## src/rtl/gpio_port_pkg.sv

```systemverilog
package gpio_port_pkg;
  localparam int REG_AW = 5;
  localparam int NATTR  = 8;

  // attribute indices: set at 3k, clear at 3k+1, status at 3k+2
  localparam int AT_OWN = 0;
  localparam int AT_OE  = 1;
  localparam int AT_FLT = 2;
  localparam int AT_MD  = 3;
  localparam int AT_PU  = 4;
  localparam int AT_PD  = 5;
  localparam int AT_IM  = 6;
  localparam int AT_DAT = 7;

  localparam logic [NATTR-1:0] ATTR_RST_ONES = 8'b0001_0001; // ownership and pull-up
  localparam logic [NATTR-1:0] ATTR_PROT     = 8'b0011_1111; // locked attributes

  localparam logic [REG_AW-1:0] A_PIN_LVL = 5'd24;
  localparam logic [REG_AW-1:0] A_SEL1    = 5'd25;
  localparam logic [REG_AW-1:0] A_SEL2    = 5'd26;
  localparam logic [REG_AW-1:0] A_SCH     = 5'd27;
  localparam logic [REG_AW-1:0] A_WP_MODE = 5'd28;
  localparam logic [REG_AW-1:0] A_WP_STAT = 5'd29;

  typedef struct packed {
    logic [NATTR-1:0] setV;
    logic [NATTR-1:0] clrV;
    logic             sel1Wr;
    logic             sel2Wr;
    logic             schWr;
  } cfgStrobe_t;
endpackage

```

## src/rtl/gpio_port_ctrl.sv

```systemverilog
module gpio_port_ctrl
  import gpio_port_pkg::*;
#(
  parameter int                KEY_W  = 24,
  parameter logic [KEY_W-1:0]  WP_KEY = 24'h50494F
) (
  input  logic              clk,
  input  logic              rstN,
  input  logic [REG_AW-1:0] busAddr,
  input  logic              busWr,
  input  logic              busRd,
  input  logic [KEY_W-1:0]  modeKey,
  input  logic              modeLock,
  output cfgStrobe_t        stb,
  output logic [31:0]       ctrlRdData,
  output logic              ctrlRdHit
);
  logic        wpEn;
  logic        wpFlag;
  logic [15:0] wpOffs;
  logic        protHit;
  logic        keyOk;

  assign keyOk = (modeKey == WP_KEY);

  always_comb begin
    stb     = '0;
    protHit = 1'b0;
    for (int k = 0; k < NATTR; k++) begin
      if (busWr && busAddr == REG_AW'(3*k)) begin
        if (wpEn && ATTR_PROT[k]) protHit = 1'b1;
        else stb.setV[k] = 1'b1;
      end
      if (busWr && busAddr == REG_AW'(3*k+1)) begin
        if (wpEn && ATTR_PROT[k]) protHit = 1'b1;
        else stb.clrV[k] = 1'b1;
      end
    end
    if (busWr && busAddr == A_SEL1) begin
      if (wpEn) protHit = 1'b1;
      else stb.sel1Wr = 1'b1;
    end
    if (busWr && busAddr == A_SEL2) begin
      if (wpEn) protHit = 1'b1;
      else stb.sel2Wr = 1'b1;
    end
    if (busWr && busAddr == A_SCH) stb.schWr = 1'b1;
  end

  always_ff @(posedge clk or negedge rstN) begin
    if (!rstN) begin
      wpEn   <= 1'b0;
      wpFlag <= 1'b0;
      wpOffs <= '0;
    end else begin
      if (busWr && busAddr == A_WP_MODE && keyOk) wpEn <= modeLock;
      if (protHit) begin
        wpFlag <= 1'b1;
        wpOffs <= 16'(busAddr);
      end else if (busRd && busAddr == A_WP_STAT) begin
        wpFlag <= 1'b0;
        wpOffs <= '0;
      end
    end
  end

  always_comb begin
    ctrlRdHit  = 1'b0;
    ctrlRdData = '0;
    if (busAddr == A_WP_MODE) begin
      ctrlRdHit  = 1'b1;
      ctrlRdData = {31'b0, wpEn};
    end else if (busAddr == A_WP_STAT) begin
      ctrlRdHit  = 1'b1;
      ctrlRdData = {8'b0, wpOffs, 7'b0, wpFlag};
    end
  end

  // at most one configuration strobe per bus cycle
  a_r2_single_strobe: assert property (@(posedge clk) disable iff (!rstN)
    $onehot0({stb.setV, stb.clrV, stb.sel1Wr, stb.sel2Wr, stb.schWr}));

  // a write into a locked register raises the violation flag
  a_r12_flag_on_block: assert property (@(posedge clk) disable iff (!rstN)
    (busWr && wpEn && (busAddr == 5'd3 || busAddr == A_SEL1)) |=> wpFlag);

  // a mode write with a wrong key leaves the lock untouched
  a_r11_bad_key: assert property (@(posedge clk) disable iff (!rstN)
    (busWr && busAddr == A_WP_MODE && !keyOk) |=> $stable(wpEn));
endmodule

```

## src/rtl/gpio_port_dpath.sv

```systemverilog
module gpio_port_dpath
  import gpio_port_pkg::*;
#(
  parameter int NPINS = 32
) (
  input  logic                  clk,
  input  logic                  rstN,
  input  cfgStrobe_t            stb,
  input  logic [REG_AW-1:0]     busAddr,
  input  logic [NPINS-1:0]      busWrData,
  input  logic                  clkEn,
  input  logic [NPINS-1:0]      padIn,
  input  logic [3:0][NPINS-1:0] perDout,
  input  logic [3:0][NPINS-1:0] perOe,
  output logic [NPINS-1:0]      padOut,
  output logic [NPINS-1:0]      padOe,
  output logic [NPINS-1:0]      padPullUp,
  output logic [NPINS-1:0]      padPullDn,
  output logic [NPINS-1:0]      padSchmittEn,
  output logic [NPINS-1:0]      dpRdData
);
  logic [NPINS-1:0] attrQ [NATTR];
  logic [NPINS-1:0] sel1Q, sel2Q, schQ;
  logic [NPINS-1:0] syncQ1, syncQ2;

  for (genvar k = 0; k < NATTR; k++) begin : g_attr
    logic [NPINS-1:0] q;
    always_ff @(posedge clk or negedge rstN) begin
      if (!rstN) q <= ATTR_RST_ONES[k] ? '1 : '0;
      else       q <= (q | (stb.setV[k] ? busWrData : '0)) & ~(stb.clrV[k] ? busWrData : '0);
    end
    assign attrQ[k] = q;
  end

  always_ff @(posedge clk or negedge rstN) begin
    if (!rstN) begin
      sel1Q <= '0;
      sel2Q <= '0;
      schQ  <= '0;
    end else begin
      if (stb.sel1Wr) sel1Q <= busWrData;
      if (stb.sel2Wr) sel2Q <= busWrData;
      if (stb.schWr)  schQ  <= busWrData;
    end
  end

  always_ff @(posedge clk or negedge rstN) begin
    if (!rstN) begin
      syncQ1 <= '0;
      syncQ2 <= '0;
    end else if (clkEn) begin
      syncQ1 <= padIn;
      syncQ2 <= syncQ1;
    end
  end

  for (genvar i = 0; i < NPINS; i++) begin : g_pin
    logic [1:0] fsel;
    logic       driveVal;
    logic       oeRaw;
    assign fsel     = {sel2Q[i], sel1Q[i]};
    assign driveVal = attrQ[AT_OWN][i] ? attrQ[AT_DAT][i] : perDout[fsel][i];
    assign oeRaw    = attrQ[AT_OWN][i] ? attrQ[AT_OE][i]  : perOe[fsel][i];
    assign padOut[i] = driveVal;
    assign padOe[i]  = oeRaw & ~(attrQ[AT_MD][i] & driveVal);
  end

  assign padPullUp    = attrQ[AT_PU];
  assign padPullDn    = attrQ[AT_PD];
  assign padSchmittEn = ~schQ;

  always_comb begin
    dpRdData = '0;
    for (int k = 0; k < NATTR; k++)
      if (busAddr == REG_AW'(3*k+2)) dpRdData = attrQ[k];
    if (busAddr == A_PIN_LVL) dpRdData = syncQ2;
    if (busAddr == A_SEL1)    dpRdData = sel1Q;
    if (busAddr == A_SEL2)    dpRdData = sel2Q;
    if (busAddr == A_SCH)     dpRdData = schQ;
  end

  // with the port clock off the sensed level is frozen
  a_r9_hold_when_off: assert property (@(posedge clk) disable iff (!rstN)
    !clkEn |=> $stable(syncQ2));

  // an open-drain pin never actively drives a high level
  a_r6_no_drive_high: assert property (@(posedge clk) disable iff (!rstN)
    (attrQ[AT_MD] & padOe & padOut) == '0);
endmodule

```

## src/rtl/gpio_port.sv

```systemverilog
module gpio_port
  import gpio_port_pkg::*;
#(
  parameter int NPINS = 32
) (
  input  logic                  clk,
  input  logic                  rstN,
  input  logic [REG_AW-1:0]     busAddr,
  input  logic                  busWr,
  input  logic [31:0]           busWrData,
  input  logic                  busRd,
  output logic [31:0]           busRdData,
  input  logic                  clkEn,
  input  logic [NPINS-1:0]      padIn,
  input  logic [3:0][NPINS-1:0] perDout,
  input  logic [3:0][NPINS-1:0] perOe,
  output logic [NPINS-1:0]      padOut,
  output logic [NPINS-1:0]      padOe,
  output logic [NPINS-1:0]      padPullUp,
  output logic [NPINS-1:0]      padPullDn,
  output logic [NPINS-1:0]      padSchmittEn
);
  cfgStrobe_t       stb;
  logic [31:0]      ctrlRdData;
  logic             ctrlRdHit;
  logic [NPINS-1:0] dpRdData;

  gpio_port_ctrl u_ctrl (
    .clk        (clk),
    .rstN       (rstN),
    .busAddr    (busAddr),
    .busWr      (busWr),
    .busRd      (busRd),
    .modeKey    (busWrData[31:8]),
    .modeLock   (busWrData[0]),
    .stb        (stb),
    .ctrlRdData (ctrlRdData),
    .ctrlRdHit  (ctrlRdHit)
  );

  gpio_port_dpath #(.NPINS(NPINS)) u_dpath (
    .clk          (clk),
    .rstN         (rstN),
    .stb          (stb),
    .busAddr      (busAddr),
    .busWrData    (busWrData[NPINS-1:0]),
    .clkEn        (clkEn),
    .padIn        (padIn),
    .perDout      (perDout),
    .perOe        (perOe),
    .padOut       (padOut),
    .padOe        (padOe),
    .padPullUp    (padPullUp),
    .padPullDn    (padPullDn),
    .padSchmittEn (padSchmittEn),
    .dpRdData     (dpRdData)
  );

  assign busRdData = ctrlRdHit ? ctrlRdData : 32'(dpRdData);
endmodule

```

## config.mk

```make
export PLATFORM = sky130hd
export DESIGN_NAME = gpio_port
export DESIGN_NICKNAME = d
export VERILOG_FILES = /design/src/rtl/gpio_port_pkg.sv /design/src/rtl/gpio_port_ctrl.sv /design/src/rtl/gpio_port_dpath.sv /design/src/rtl/gpio_port.sv
export SDC_FILE = /design/constraint.sdc
export NUM_CORES = 1
export LEC_CHECK = 0
export ABC_AREA = 1
export BUFFER_PORTS_ARGS = -buffer_cell sky130_fd_sc_hd__clkbuf_2
export CAP_MARGIN = 25
export CORE_ASPECT_RATIO = 1.5
export CORE_UTILIZATION = 25
export DETAILED_ROUTE_END_ITERATION = 10
export PLACE_DENSITY = 0.54
export SYNTH_ARGS = -nofsm -noshare
export SYNTH_HDL_FRONTEND = slang
export SYNTH_SLANG_ARGS = --single-unit
```

## constraint.sdc

```tcl
create_clock -name clk -period 2.32 [get_ports clk]
set_clock_uncertainty 0.15 [all_clocks]
set_input_delay 0.116 -clock clk [delete_from_list [all_inputs] [get_ports clk]]
set_output_delay 0.116 -clock clk [all_outputs]
set_load 0.02 [all_outputs]
```

* Yosys cells after proc, flatten, opt, wreduce, memory -nomap -nowiden
Index checks and enable logic that the tools add are counted.
** Word-level totals
- Register bits :: 434
- Word-level logic and storage cells :: 500
** Operators by class
- $lt $le $gt $ge :: 32
- Eq/ne operators :: 30
- Muxes and demuxes :: 277
- Bitwise gates (word level) :: 121
- Reductions and logical operators :: 24
** Operators by type and width (number)
- $bmux 32 s2 :: 64
- $mux 32 :: 32
- $not 32->32 :: 9
- $and 32x32->32 :: 8
- $or 32x32->32 :: 8
- $mux 1 :: 118
- $lt 2x3->1 const B :: 32
- $mux 24 :: 3
- $eq 5x5->1 const B :: 14
- $and 1x1->1 :: 64
- $mux 16 :: 4
- $mux 31 :: 2
- $mux 30 :: 2
- $mux 29 :: 2
- $mux 28 :: 2
- $mux 27 :: 2
- $mux 26 :: 2
- $mux 25 :: 2
- $mux 23 :: 2
- $mux 22 :: 2
- $mux 21 :: 2
- $eq 5x4->1 const B :: 8
- $mux 20 :: 2
- $mux 19 :: 2
- other kinds (24) :: 96

* Depth between registers and ports, before layout
Gate-level depths: netlist (run 1).
- Depth after elaboration :: 30
- Depth in mapped cells :: 13
- Mapped depth without buffers :: 12

* Hierarchy
Synthesis (run 1) repeated with hierarchy kept, for this count alone.
** Second synthesis, totals
- Cell total of the unflattened synthesis :: 3377
- Area, all modules :: 24440.9 um^2
** Modules (own cells, without submodules)
- gpio_port_dpath :: instances 1, cells each 3109, area an instance 22964.5 um^2
- gpio_port_ctrl :: instances 1, cells each 164, area an instance 984.7 um^2
- gpio_port :: instances 1, cells each 104, area an instance 491.7 um^2

* Least setup slack after synthesis (run 1)
OpenSTA, ideal clock, no wires.
- Path kind :: input port to output port
- Start :: input busAddr[4]
- End :: output busRdData[24]
- Arrival time :: 1.575 ns
- Required time :: 2.054 ns
- Path slack :: 0.479 ns
- Stages :: 12
- Cell sequence :: buf_2 -> inv_2 -> buf_2 -> buf_1 -> nand3_1 -> nand3_1 -> nor2_1 -> nand3_1 -> nand2_1 -> nand3_1 -> nor2_1 -> a21oi_1
** On the way
- Longest elaborated chain between the ends :: 14
** RTL lines
- from (decl) :: line gpio_port.sv:8 : input logic [REG_AW-1:0] busAddr,
- $eq 5x2->1 :: line gpio_port_dpath.sv:75 : if (busAddr == REG_AW'(3*k+2)) dpRdData = attrQ[k];
- $mux 32 (8 in series) :: line gpio_port_dpath.sv:75
- $mux 32 :: line gpio_port_dpath.sv:76 : if (busAddr == A_PIN_LVL) dpRdData = syncQ2;
- $mux 32 :: line gpio_port_dpath.sv:77 : if (busAddr == A_SEL1) dpRdData = sel1Q;
- $mux 32 :: line gpio_port_dpath.sv:78 : if (busAddr == A_SEL2) dpRdData = sel2Q;
- $mux 32 :: line gpio_port_dpath.sv:79 : if (busAddr == A_SCH) dpRdData = schQ;
- $mux 32 (*) :: line gpio_port.sv:59 : assign busRdData = ctrlRdHit ? ctrlRdData : 32'(dpRdData);
- to (decl) :: line gpio_port.sv:12 : output logic [31:0] busRdData,
Every way passes the cells marked *; elsewhere a longest branch is shown, timed or not.

* Final worst setup path (run 1)
- Start :: register u_dpath.sel1Q[16]
- End :: output padOe[16]
** On the way
- Longest elaborated chain between the ends :: 6
** RTL lines
- from (decl) :: line gpio_port_dpath.sv:23 : logic [NPINS-1:0] sel1Q, sel2Q, schQ;
- from (signal assigned) :: line gpio_port_dpath.sv:41 : if (stb.sel1Wr) sel1Q <= busWrData;
- $bmux 32 s2 :: line gpio_port_dpath.sv:62 : assign driveVal = attrQ[AT_OWN][i] ? attrQ[AT_DAT][i] : perDout[fsel][i];
- $mux 17 (implied by the code) :: line gpio_port_dpath.sv:62
- $mux 1 :: line gpio_port_dpath.sv:62
- $and 1x1->1 :: line gpio_port_dpath.sv:65 : assign padOe[i] = oeRaw & ~(attrQ[AT_MD][i] & driveVal);
- $not 1->1 :: line gpio_port_dpath.sv:65
- $and 1x1->1 (*) :: line gpio_port_dpath.sv:65
- to (decl) :: line gpio_port.sv:18 : output logic [NPINS-1:0] padOe,
Every way passes the cells marked *; elsewhere a longest branch is shown, timed or not. The select of a mux whose other input is x is not followed.

==> results of run 1 <==
## cells by family (layout without fill, tap and decap cells)
logic type,after synthesis,count (layout),share of synthesized area (%)
other,0,12,0
buffers and inverters,575,1261,10.13
AOI/OAI and AO/OA,739,739,18.95
DFF,423,423,46.39
muxes,1,1,0.04898
and+or+nand+nor,1329,1329,24.48
## synthesized netlist by cell type (all sizes together)
library cell,number
dfstp,64
nand2,606
nor3,75
o32ai,54
dfrtp,359
clkbuf,130
nand3,124
inv,364
o31ai,1
a22oi,64
nor2,397
nor4,3
mux2,1
a2bb2oi,64
nand4,114
nand3b,1
or2,9
o21ai,256
a21oi,258
o22ai,42
buf,81
## per-stage QoR
step	utilization, %	setup TNS (ns)	power [W]	instance area (µm²)
global placement	30.72	0	0.01075	27870
global route	34.72	-0.6277	0.01931	31490
CTS	33.97	-0.1999	0.01869	30810
finish	34.73	-0.06903	0.01858	31500
detailed placement	30.72	0	0.01078	27870
floorplan	-	0	0.009482	22990
## sequential cells by signal, summed over array words and instances (netlist names)
signal             cells
u_dpath.sel2Q         32
u_dpath.sel1Q         32
u_dpath.syncQ2        32
u_dpath.padPullDn     32
u_dpath.g_attr.q     192
u_dpath.padPullUp     32
u_dpath.syncQ1        32
u_ctrl.wpOffs          5
u_ctrl.wpEn            1
u_dpath.schQ          32
u_ctrl.wpFlag          1
## tightest hold or removal path, cell delays in order
cell                       delay, ns
sky130_fd_sc_hd__clkbuf_2       0.17
sky130_fd_sc_hd__nand3_1        0.21
sky130_fd_sc_hd__nor3_1         0.08
sky130_fd_sc_hd__nand4_1        0.10
sky130_fd_sc_hd__nor2_1         0.04
sky130_fd_sc_hd__a21oi_1        0.11
## metal layers
| metal | up-vias | track usage (%) | share of wire [%] |
|---|---|---|---|
| met2 | 1056 | 41.53 | 50 |
| met4 | 8 | 13.25 | 6.1 |
| met3 | 313 | 4.410 | 6.3 |
| met1 | 11830 | 26.74 | 38 |
| li1 | 11550 | - | - |
| met5 | - | 0 | 0.040 |
## worst max path at each step
stage	startpoint	endpoint	depth (start not counted)
2_1_floorplan	busAddr[4]	busRdData[24]	12
3_3_place_gp	busAddr[3]	busRdData[24]	14
3_5_place_dp	busAddr[0]	busRdData[7]	15
4_1_cts	u_dpath.sel1Q[16]	padOe[16]	10
5_1_grt	u_dpath.sel1Q[16]	padOe[16]	10
6_report	u_dpath.sel1Q[16]	padOe[16]	9
## layout make-up
cell class                      instances  share of cell area (%)
Clock inverter                         22                  0.7826
Multi-Input combinational cell       2069                   33.92
Tap cell                             1164                   4.624
Timing Repair Buffer                  815                   18.18
Inverter                              364                   4.381
Antenna cell                           12                 0.09534
Sequential cell                       423                   34.00
Clock buffer                           60                   4.012
## where the power goes
part | internal [W] | total (W) | switching, W
Sequential | 0.00785 | 0.00814 | 0.000289
Clock | 0.00430 | 0.00767 | 0.00337
Combinational | 0.00104 | 0.00277 | 0.00174
Total | 0.0132 | 0.0186 | 0.00539
## what timing repair did
item,CTS,global route
pin swaps,22,43
hold buffers,93,0
setup endpoints to repair,23,65
setup buffers,21,32
resized for setup,104,169
endpoints found under the hold margin,714,0
==> qor.json, run 1 <==
{
  "ant_nets": 0,
  "holdCritStartpoint": "busAddr[4]",
  "overflow": 0,
  "register_to_register_path_depth": 6,
  "rsz0062_at_grt": "true",
  "end_kind": "output port",
  "grt_pass1_vias": 24200,
  "detailedRoute.firstPassIterationCount": 6,
  "cpPeakStageDelay_ns": 0.42,
  "timing.slew.headroom_pct": 60.54,
  "hold_depth": 6,
  "grt_pass1_wl_mm": 161.5,
  "final_nets": 4048,
  "htree_levels": 2,
  "final-instance-count-excl-fill": 4929,
  "violations": "setup timing",
  "synth_area_leaders": "sky130_fd_sc_hd__dfrtp_1 (39%), sky130_fd_sc_hd__nand2_1 (9.8%), sky130_fd_sc_hd__dfstp_2 (7.3%)",
  "min-delay-path-class": "input pin to flop",
  "cts_tree": "built",
  "dp.cells": 4690,
  "period_minus_slack_ns": 2.367,
  "syn_nets": 3397,
  "die_outline_width_um": 249.6,
  "synth.yosys.seq_area_share_pct": 46.39,
  "synth_top_area_share_pct": 39.07,
  "dp_worst_setup_slack_ns": 0.05913,
  "multi_input_area_um2": 10690,
  "synth-warning-count": 0,
  "clock_latency_ns": 0.61,
  "peakVddDrop_v": 0.0005004,
  "bufs_on_longest_clock_path": 3,
  "clockRootBuffer": "sky130_fd_sc_hd__clkbuf_16",
  "report.final.slew_viol_count": 0,
  "fillerInstances": 9558,
  "required_ns": 2.05,
  "syn_avg_cell_area_um2": 7.496,
  "die_h_um": 373.4,
  "netlist_area_um2": 22990,
  "drt_drc_violations_left": 0,
  "core_area_um2": 90710,
  "timing_worst_setup_path_type": "flop to output port",
  "clock_slew_at_the_register_clock_pins_of_the_worst_setup_and_hold_paths_ns": 0.07,
  "sequential_cell_area_um2": 10710,
  "worstPathMaxFanout": 4,
  "area_growth_pct": 37.00,
  "critical_path_buf_inv_count": 4,
  "number_of_antenna_violations_at_the_first_check_in_global_routing": 23,
  "floorplan.initialDensity_pct": 25.35,
  "top_level_ports": 522,
  "worstSetupStartpointType": "flop",
  "place.gp.congestion": 0.9107,
  "worst_hold_path.endpoint": "u_ctrl.wpEn",
  "numClockSinks": 423,
  "power_density_nw_per_um2": 589.9,
  "synth_seq_cells": 423,
  "numPortBuffers": 521,
  "timing.reg2reg.setup_slack_ns": 0.26,
  "power.static_leakage_nw": 15.27,
  "crit_chain": "buf_6 -> nor2_1 -> o32ai_2 -> buf_4 -> nand2_1 -> o21ai_2 -> nand2_2 -> inv_2 -> buf_8",
  "hpwlAfterDp_mm": 81.64,
  "setup-violations-final": 2,
  "critPathTopFamily": "buffers and inverters",
  "synth_cells": 3067,
  "post_drt_via_cell_ratio": 5.022,
  "timing.final.crit_share_pct": 102.0,
  "cp_slowest_cell": "sky130_fd_sc_hd__dfrtp_2",
  "mostFrequentLayoutCells": "sky130_fd_sc_hd__nand2_1 (585), sky130_fd_sc_hd__clkbuf_2 (487), sky130_fd_sc_hd__nor2_1 (360)",
  "cts-buffers-inserted": 45,
  "synth.lib_cells_used.distinct": 32,
  "grt_start_max_net_pins": 81,
  "drt-total-wl_mm": 112.8,
  "worst_pin_slew_ns": 0.5919,
  "max_clock_freq_mhz": 422.5,
  "max_cap_violations": 0,
  "worstPathArrival_ns": 2.10,
  "routed_wire_length_per_instance_um": 22.89,
  "post_synthesis_cell_type_with_the_largest_combined_area": "sky130_fd_sc_hd__dfrtp_1",
  "groute.usage.overall_pct": 23.63,
  "result_of_the_run": "finished with violations",
  "rows": 135,
  "die-area_um2": 93210,
  "finalHoldViolCount": 0,
  "most_common_cell_after_layout_fill_and_taps_aside": "sky130_fd_sc_hd__nand2_1",
  "r2r-start": "u_ctrl.wpEn",
  "drt-initial-drc-count": 1940,
  "setup_slack_ns": -0.04682,
  "routed-via-count": 24750,
  "drive_above_1_share_pct": 28.64,
  "worst_r2r_endpoint": "u_dpath.sel1Q[1]",
  "worst_hold_slack_ns": 0.1102
}
No activity file was read; power rests on OpenSTA's default activity.
==> run 2: changes to the inputs <==
Settings changed: PLACE_DENSITY 0.54 to 0.53.
==> qor.json, run 2 (synthesized netlist as in run 1, its figures left out) <==
{
  "rows": 135,
  "bufs_on_longest_clock_path": 3,
  "cts_tree": "built",
  "setup_slack_ns": -0.01213,
  "numPortBuffers": 521,
  "worst_pin_slew_ns": 0.6540,
  "area_growth_pct": 36.03,
  "fillerInstances": 9612,
  "rsz0062_at_grt": "true",
  "floorplan.initialDensity_pct": 25.35,
  "final_nets": 4029,
  "number_of_antenna_violations_at_the_first_check_in_global_routing": 23,
  "clockRootBuffer": "sky130_fd_sc_hd__clkbuf_16",
  "worstPathArrival_ns": 2.07,
  "report.final.slew_viol_count": 0,
  "setup-violations-final": 1,
  "violations": "setup timing",
  "timing_worst_setup_path_type": "flop to output port",
  "core_area_um2": 90710,
  "largest_reg_flops": 192,
  "hpwlAfterDp_mm": 81.85,
  "most_common_cell_after_layout_fill_and_taps_aside": "sky130_fd_sc_hd__nand2_1",
  "grt.met2_usage_pct": 42.73,
  "grt_pass1_vias": 23900,
  "grt_pass1_wl_mm": 162.0,
  "period_minus_slack_ns": 2.332,
  "clock_latency_ns": 0.62,
  "mostFrequentLayoutCells": "sky130_fd_sc_hd__nand2_1 (593), sky130_fd_sc_hd__clkbuf_2 (487), sky130_fd_sc_hd__nor2_1 (357)",
  "power_density_nw_per_um2": 600.2,
  "max_clock_freq_mhz": 428.8,
  "power.static_leakage_nw": 15.20,
  "finalHoldViolCount": 0,
  "required_ns": 2.05,
  "drt-total-wl_mm": 113.4,
  "timing.slew.headroom_pct": 56.40,
  "htree_levels": 2,
  "top_level_ports": 522,
  "routed_wire_length_per_instance_um": 23.11,
  "power_w": 0.01877,
  "peakVddDrop_v": 0.0005601,
  "min-delay-path-class": "input pin to flop",
  "grt_start_max_net_pins": 64,
  "timing.final.crit_share_pct": 100.5,
  "end_kind": "output port",
  "dp.cells": 4672,
  "worstSetupStartpointType": "flop",
  "routed-via-count": 24630,
  "die_h_um": 373.4,
  "max_cap_violations": 0,
  "clock_slew_at_the_register_clock_pins_of_the_worst_setup_and_hold_paths_ns": 0.07,
  "overflow": 0,
  "cts-buffers-inserted": 46,
  "drive_above_1_share_pct": 27.64,
  "die_outline_width_um": 249.6,
  "post_drt_via_cell_ratio": 5.017,
  "use_met1_pct": 27.00,
  "final-instance-count-excl-fill": 4909,
  "worstPathMaxFanout": 4,
  "registers.top_by_ff_count": "u_dpath.g_attr.q",
  "ant_nets": 0,
  "worst_hold_slack_ns": 0.1357,
  "numClockSinks": 423,
  "groute.usage.overall_pct": 23.68,
  "detailedRoute.firstPassIterationCount": 5,
  "place.gp.congestion": 0.8857,
  "drt-initial-drc-count": 1726,
  "busiest_layer": "met2",
  "result_of_the_run": "finished with violations",
  "die-area_um2": 93210,
  "global_routing_met3_resource_utilization_pct": 4.340,
  "drt_drc_violations_left": 0
}
==> run 2: layout make-up <==
class	count	area [µm²]	area share, %
tap	1164	1456	4.657
sequential	423	10700	34.23
clock buffer	72	1329	4.249
timing repair buffer	795	5480	17.52
multi-input combinational	2069	10700	34.20
inverter	364	1370	4.381
antenna	8	20.02	0.06401
clock inverter	14	220.2	0.7041
==> run 2: worst paths after layout <==
kind                       cells after the start                       to              from  slack [ns]
setup / recovery                               9                 padOe[2]  u_dpath.sel1Q[2]       -0.01
setup reg to reg                               5         u_ctrl.wpOffs[1]       u_ctrl.wpEn        0.41
hold reg to reg                                2          u_dpath.schQ[1]   u_dpath.schQ[1]        0.34
max in group asynchronous                      3     u_dpath.padPullUp[3]              rstN        1.44
min in group asynchronous                      2    u_dpath.padPullUp[29]              rstN        0.15
hold / removal                                 6  u_dpath.g_attr[7].q[18]        busAddr[0]        0.14
==> run 2: stage by stage <==
step	TNS, ns	utilization, %	instance area (µm²)	setup WS, ns
after floorplan	0	-	22990	0.4794
after global placement	0	30.53	27690	0.08262
after detailed placement	0	30.53	27690	0.1121
after CTS	-0.08701	33.78	30640	-0.08308
after global routing	-0.4814	34.48	31270	-0.1055
final	-0.01213	34.48	31280	-0.01213
==> run 2: routing by layer <==
layer	share of wire (%)	routed length (µm)
met1	38	42890
met2	52	58440
met3	6.2	7063
met4	4.4	4949
met5	0.078	89
==> run 2: critical path, cell delays in order, from the launching register on <==
cell and delay (ns):
sky130_fd_sc_hd__dfrtp_2 0.44, sky130_fd_sc_hd__buf_6 0.14, sky130_fd_sc_hd__o21ai_1 0.26, sky130_fd_sc_hd__o32ai_4 0.13, sky130_fd_sc_hd__buf_4 0.15, sky130_fd_sc_hd__nand2_2 0.05, sky130_fd_sc_hd__o21ai_2 0.05, sky130_fd_sc_hd__nand2_1 0.08
sky130_fd_sc_hd__inv_2 0.04, sky130_fd_sc_hd__buf_8 0.12
==> run 2: power by group <==
part | internal, W | total (W) | switching [W]
Combinational | 0.00103 | 0.00275 | 0.00173
Clock | 0.00451 | 0.00787 | 0.00335
Sequential | 0.00785 | 0.00815 | 0.000300
Total | 0.0134 | 0.0188 | 0.00538
==> run 2: what timing repair did <==
action,4_1_cts,5_1_grt
hold buffers,97,0
hold endpoints to repair,724,0
endpoints found under the setup margin,22,60
resized for setup,79,170
buffers inserted,20,28
pin swaps,17,30
==> run 3: changes to the inputs <==
Settings changed: PLACE_DENSITY 0.53 to 0.55.
Clock period 2.32 ns to 1.9 ns, I/O delays scaled along.
==> qor.json, run 3 (synthesized netlist as in run 1, its figures left out) <==
{
  "result_of_the_run": "finished with violations",
  "violations": "setup timing",
  "period_minus_slack_ns": 2.285,
  "power_density_nw_per_um2": 691.4,
  "rsz0062_at_grt": "true",
  "grt_pass1_wl_mm": 164.9,
  "drive_above_1_share_pct": 35.08,
  "top_level_ports": 522,
  "worstPathArrival_ns": 2.04,
  "clockRootBuffer": "sky130_fd_sc_hd__clkbuf_16",
  "sw_power_w": 0.006597,
  "place.gp.congestion": 0.8688,
  "bufs_on_longest_clock_path": 3,
  "end_kind": "output port",
  "max_cap_violations": 0,
  "most_common_cell_after_layout_fill_and_taps_aside": "sky130_fd_sc_hd__nand2_1",
  "required_ns": 1.65,
  "power.share.sequential_pct": 41.9,
  "core_area_um2": 90710,
  "min-delay-path-class": "input pin to async pin",
  "die_outline_width_um": 249.6,
  "worst_pin_slew_ns": 0.7587,
  "final_nets": 4205,
  "overflow": 0,
  "post_dp_cell_area_um2": 28710,
  "number_of_antenna_violations_at_the_first_check_in_global_routing": 9,
  "die-area_um2": 93210,
  "clock_power_share_pct": 42.2,
  "clock_latency_ns": 0.60,
  "use_met1_pct": 27.17,
  "setup_slack_ns": -0.3847,
  "floorplan.initialDensity_pct": 25.35,
  "ant_nets": 0,
  "busiest_layer": "met2",
  "fin_area_um2": 34370,
  "htree_levels": 2,
  "power_frac_comb_pct": 15.9,
  "routed_wire_length_per_instance_um": 22.87,
  "routed-via-count": 25320,
  "drt-total-wl_mm": 116.1,
  "drt-initial-drc-count": 1788,
  "worstPathMaxFanout": 4,
  "numClockSinks": 423,
  "rows": 135,
  "die_h_um": 373.4,
  "mostFrequentLayoutCells": "sky130_fd_sc_hd__nand2_1 (565), sky130_fd_sc_hd__clkbuf_2 (423), sky130_fd_sc_hd__dfrtp_1 (320)",
  "setup-violations-final": 94,
  "registers.top_by_ff_count": "u_dpath.g_attr.q",
  "finalHoldViolCount": 0,
  "hpwlAfterDp_mm": 84.01,
  "cts_tree": "built",
  "groute.usage.overall_pct": 24.05,
  "global_routing_met3_resource_utilization_pct": 4.215,
  "detailedRoute.firstPassIterationCount": 5,
  "timing.final.crit_share_pct": 120.2,
  "timing.slew.headroom_pct": 49.25,
  "drt_drc_violations_left": 0,
  "clock_slew_at_the_register_clock_pins_of_the_worst_setup_and_hold_paths_ns": 0.06,
  "dp.cells": 4769,
  "grt_pass1_vias": 24880,
  "cell_internal_power_dissipation_w": 0.01716,
  "final-instance-count-excl-fill": 5077,
  "grt_start_max_net_pins": 62,
  "worst_hold_slack_ns": 0.1155,
  "peakVddDrop_v": 0.0005469,
  "area_growth_pct": 49.49,
  "largest_reg_flops": 192,
  "power_w": 0.02376,
  "cts-buffers-inserted": 47,
  "max_clock_freq_mhz": 437.7,
  "report.final.slew_viol_count": 0,
  "worstSetupStartpointType": "flop",
  "power.static_leakage_nw": 16.47,
  "numPortBuffers": 521,
  "power_switching_share_pct": 27.77,
  "post_drt_via_cell_ratio": 4.988,
  "timing_worst_setup_path_type": "flop to output port",
  "grt.met2_usage_pct": 43.35
}
==> run 3: cell types whose count changed in the layout (fill, tap and decap cells not counted), moves of 21 or more <==
cell,previous run,this run
sky130_fd_sc_hd__buf_12,32,54
sky130_fd_sc_hd__buf_4,153,284
sky130_fd_sc_hd__buf_6,11,35
sky130_fd_sc_hd__buf_8,5,56
sky130_fd_sc_hd__clkbuf_2,487,423
sky130_fd_sc_hd__inv_1,317,283
sky130_fd_sc_hd__nand2_1,593,565
sky130_fd_sc_hd__nand2_2,10,40
sky130_fd_sc_hd__nor2_1,357,313
sky130_fd_sc_hd__nor2_2,20,48
sky130_fd_sc_hd__o21ai_0,175,135
sky130_fd_sc_hd__o21ai_1,70,91
==> run 3: metal layers <==
metal	vias to the layer above	part of all wire, %
li1	11830	-
met1	12310	38
met2	926	51
met3	251	5.7
met4	6	5.4
met5	-	0.030
==> run 3: power groups by stage <==
stage	Combinational [W]	Clock, W	Sequential, W
finish	0.00377	0.0100	0.00996
detailed placement	0.00315	0	0.0101
global route	0.00412	0.0106	0.0100
CTS	0.00363	0.0102	0.00996
floorplan	0.00160	0	0.00998
global placement	0.00311	0	0.0101
==> run 3: final timing paths <==
check / slack, ns / depth (start not counted) / to / from
hold / removal: 0.12 / 2 / u_dpath.g_attr[0].q[27] / rstN
setup / recovery: -0.38 / 10 / padOe[10] / u_dpath.sel1Q[10]
max in group asynchronous: 0.40 / 4 / u_dpath.g_attr[2].q[18] / rstN
min in group clk: 0.12 / 4 / u_dpath.syncQ1[16] / padIn[16]
setup reg to reg: 0.05 / 5 / u_dpath.g_attr[0].q[23] / u_ctrl.wpEn
hold reg to reg: 0.34 / 2 / u_dpath.schQ[4] / u_dpath.schQ[4]
==> run 3: area by class of cell <==
class	instances	area, µm²
clock inverter	14	250.2
antenna	2	5.005
clock buffer	71	1399
sequential	423	10720
tap	1164	1456
inverter	364	1424
timing repair buffer	970	7828
multi-input combinational	2069	11290
fill	9416	56340
==> run 3: critical path, stage by stage (launching register included) <==
cell	delay, ns
sky130_fd_sc_hd__dfrtp_2	0.43
sky130_fd_sc_hd__buf_6	0.12
sky130_fd_sc_hd__nor2_2	0.03
sky130_fd_sc_hd__o32ai_2	0.23
sky130_fd_sc_hd__buf_4	0.17
sky130_fd_sc_hd__nand2_2	0.05
sky130_fd_sc_hd__o21ai_2	0.07
sky130_fd_sc_hd__nand2_1	0.08
sky130_fd_sc_hd__nand2_2	0.08
sky130_fd_sc_hd__inv_2	0.04
sky130_fd_sc_hd__buf_8	0.13
==> run 3: per-stage QoR <==
step	setup TNS [ns]	utilization, %	setup WS, ns
3_5_place_dp	-23.11	31.65	-0.2375
5_1_grt	-29.50	37.89	-0.5058
3_3_place_gp	-22.53	31.65	-0.2298
2_1_floorplan	0	-	0.1014
4_1_cts	-23.63	36.79	-0.4701
6_report	-19.07	37.89	-0.3847
==> run 3: what timing repair did <==
action,CTS,global route
hold endpoints to repair,755,0
pin swaps,91,132
resized for setup,397,305
cloned,0,2
setup buffers,98,27
endpoints found under the setup margin,107,125
hold buffers,97,0
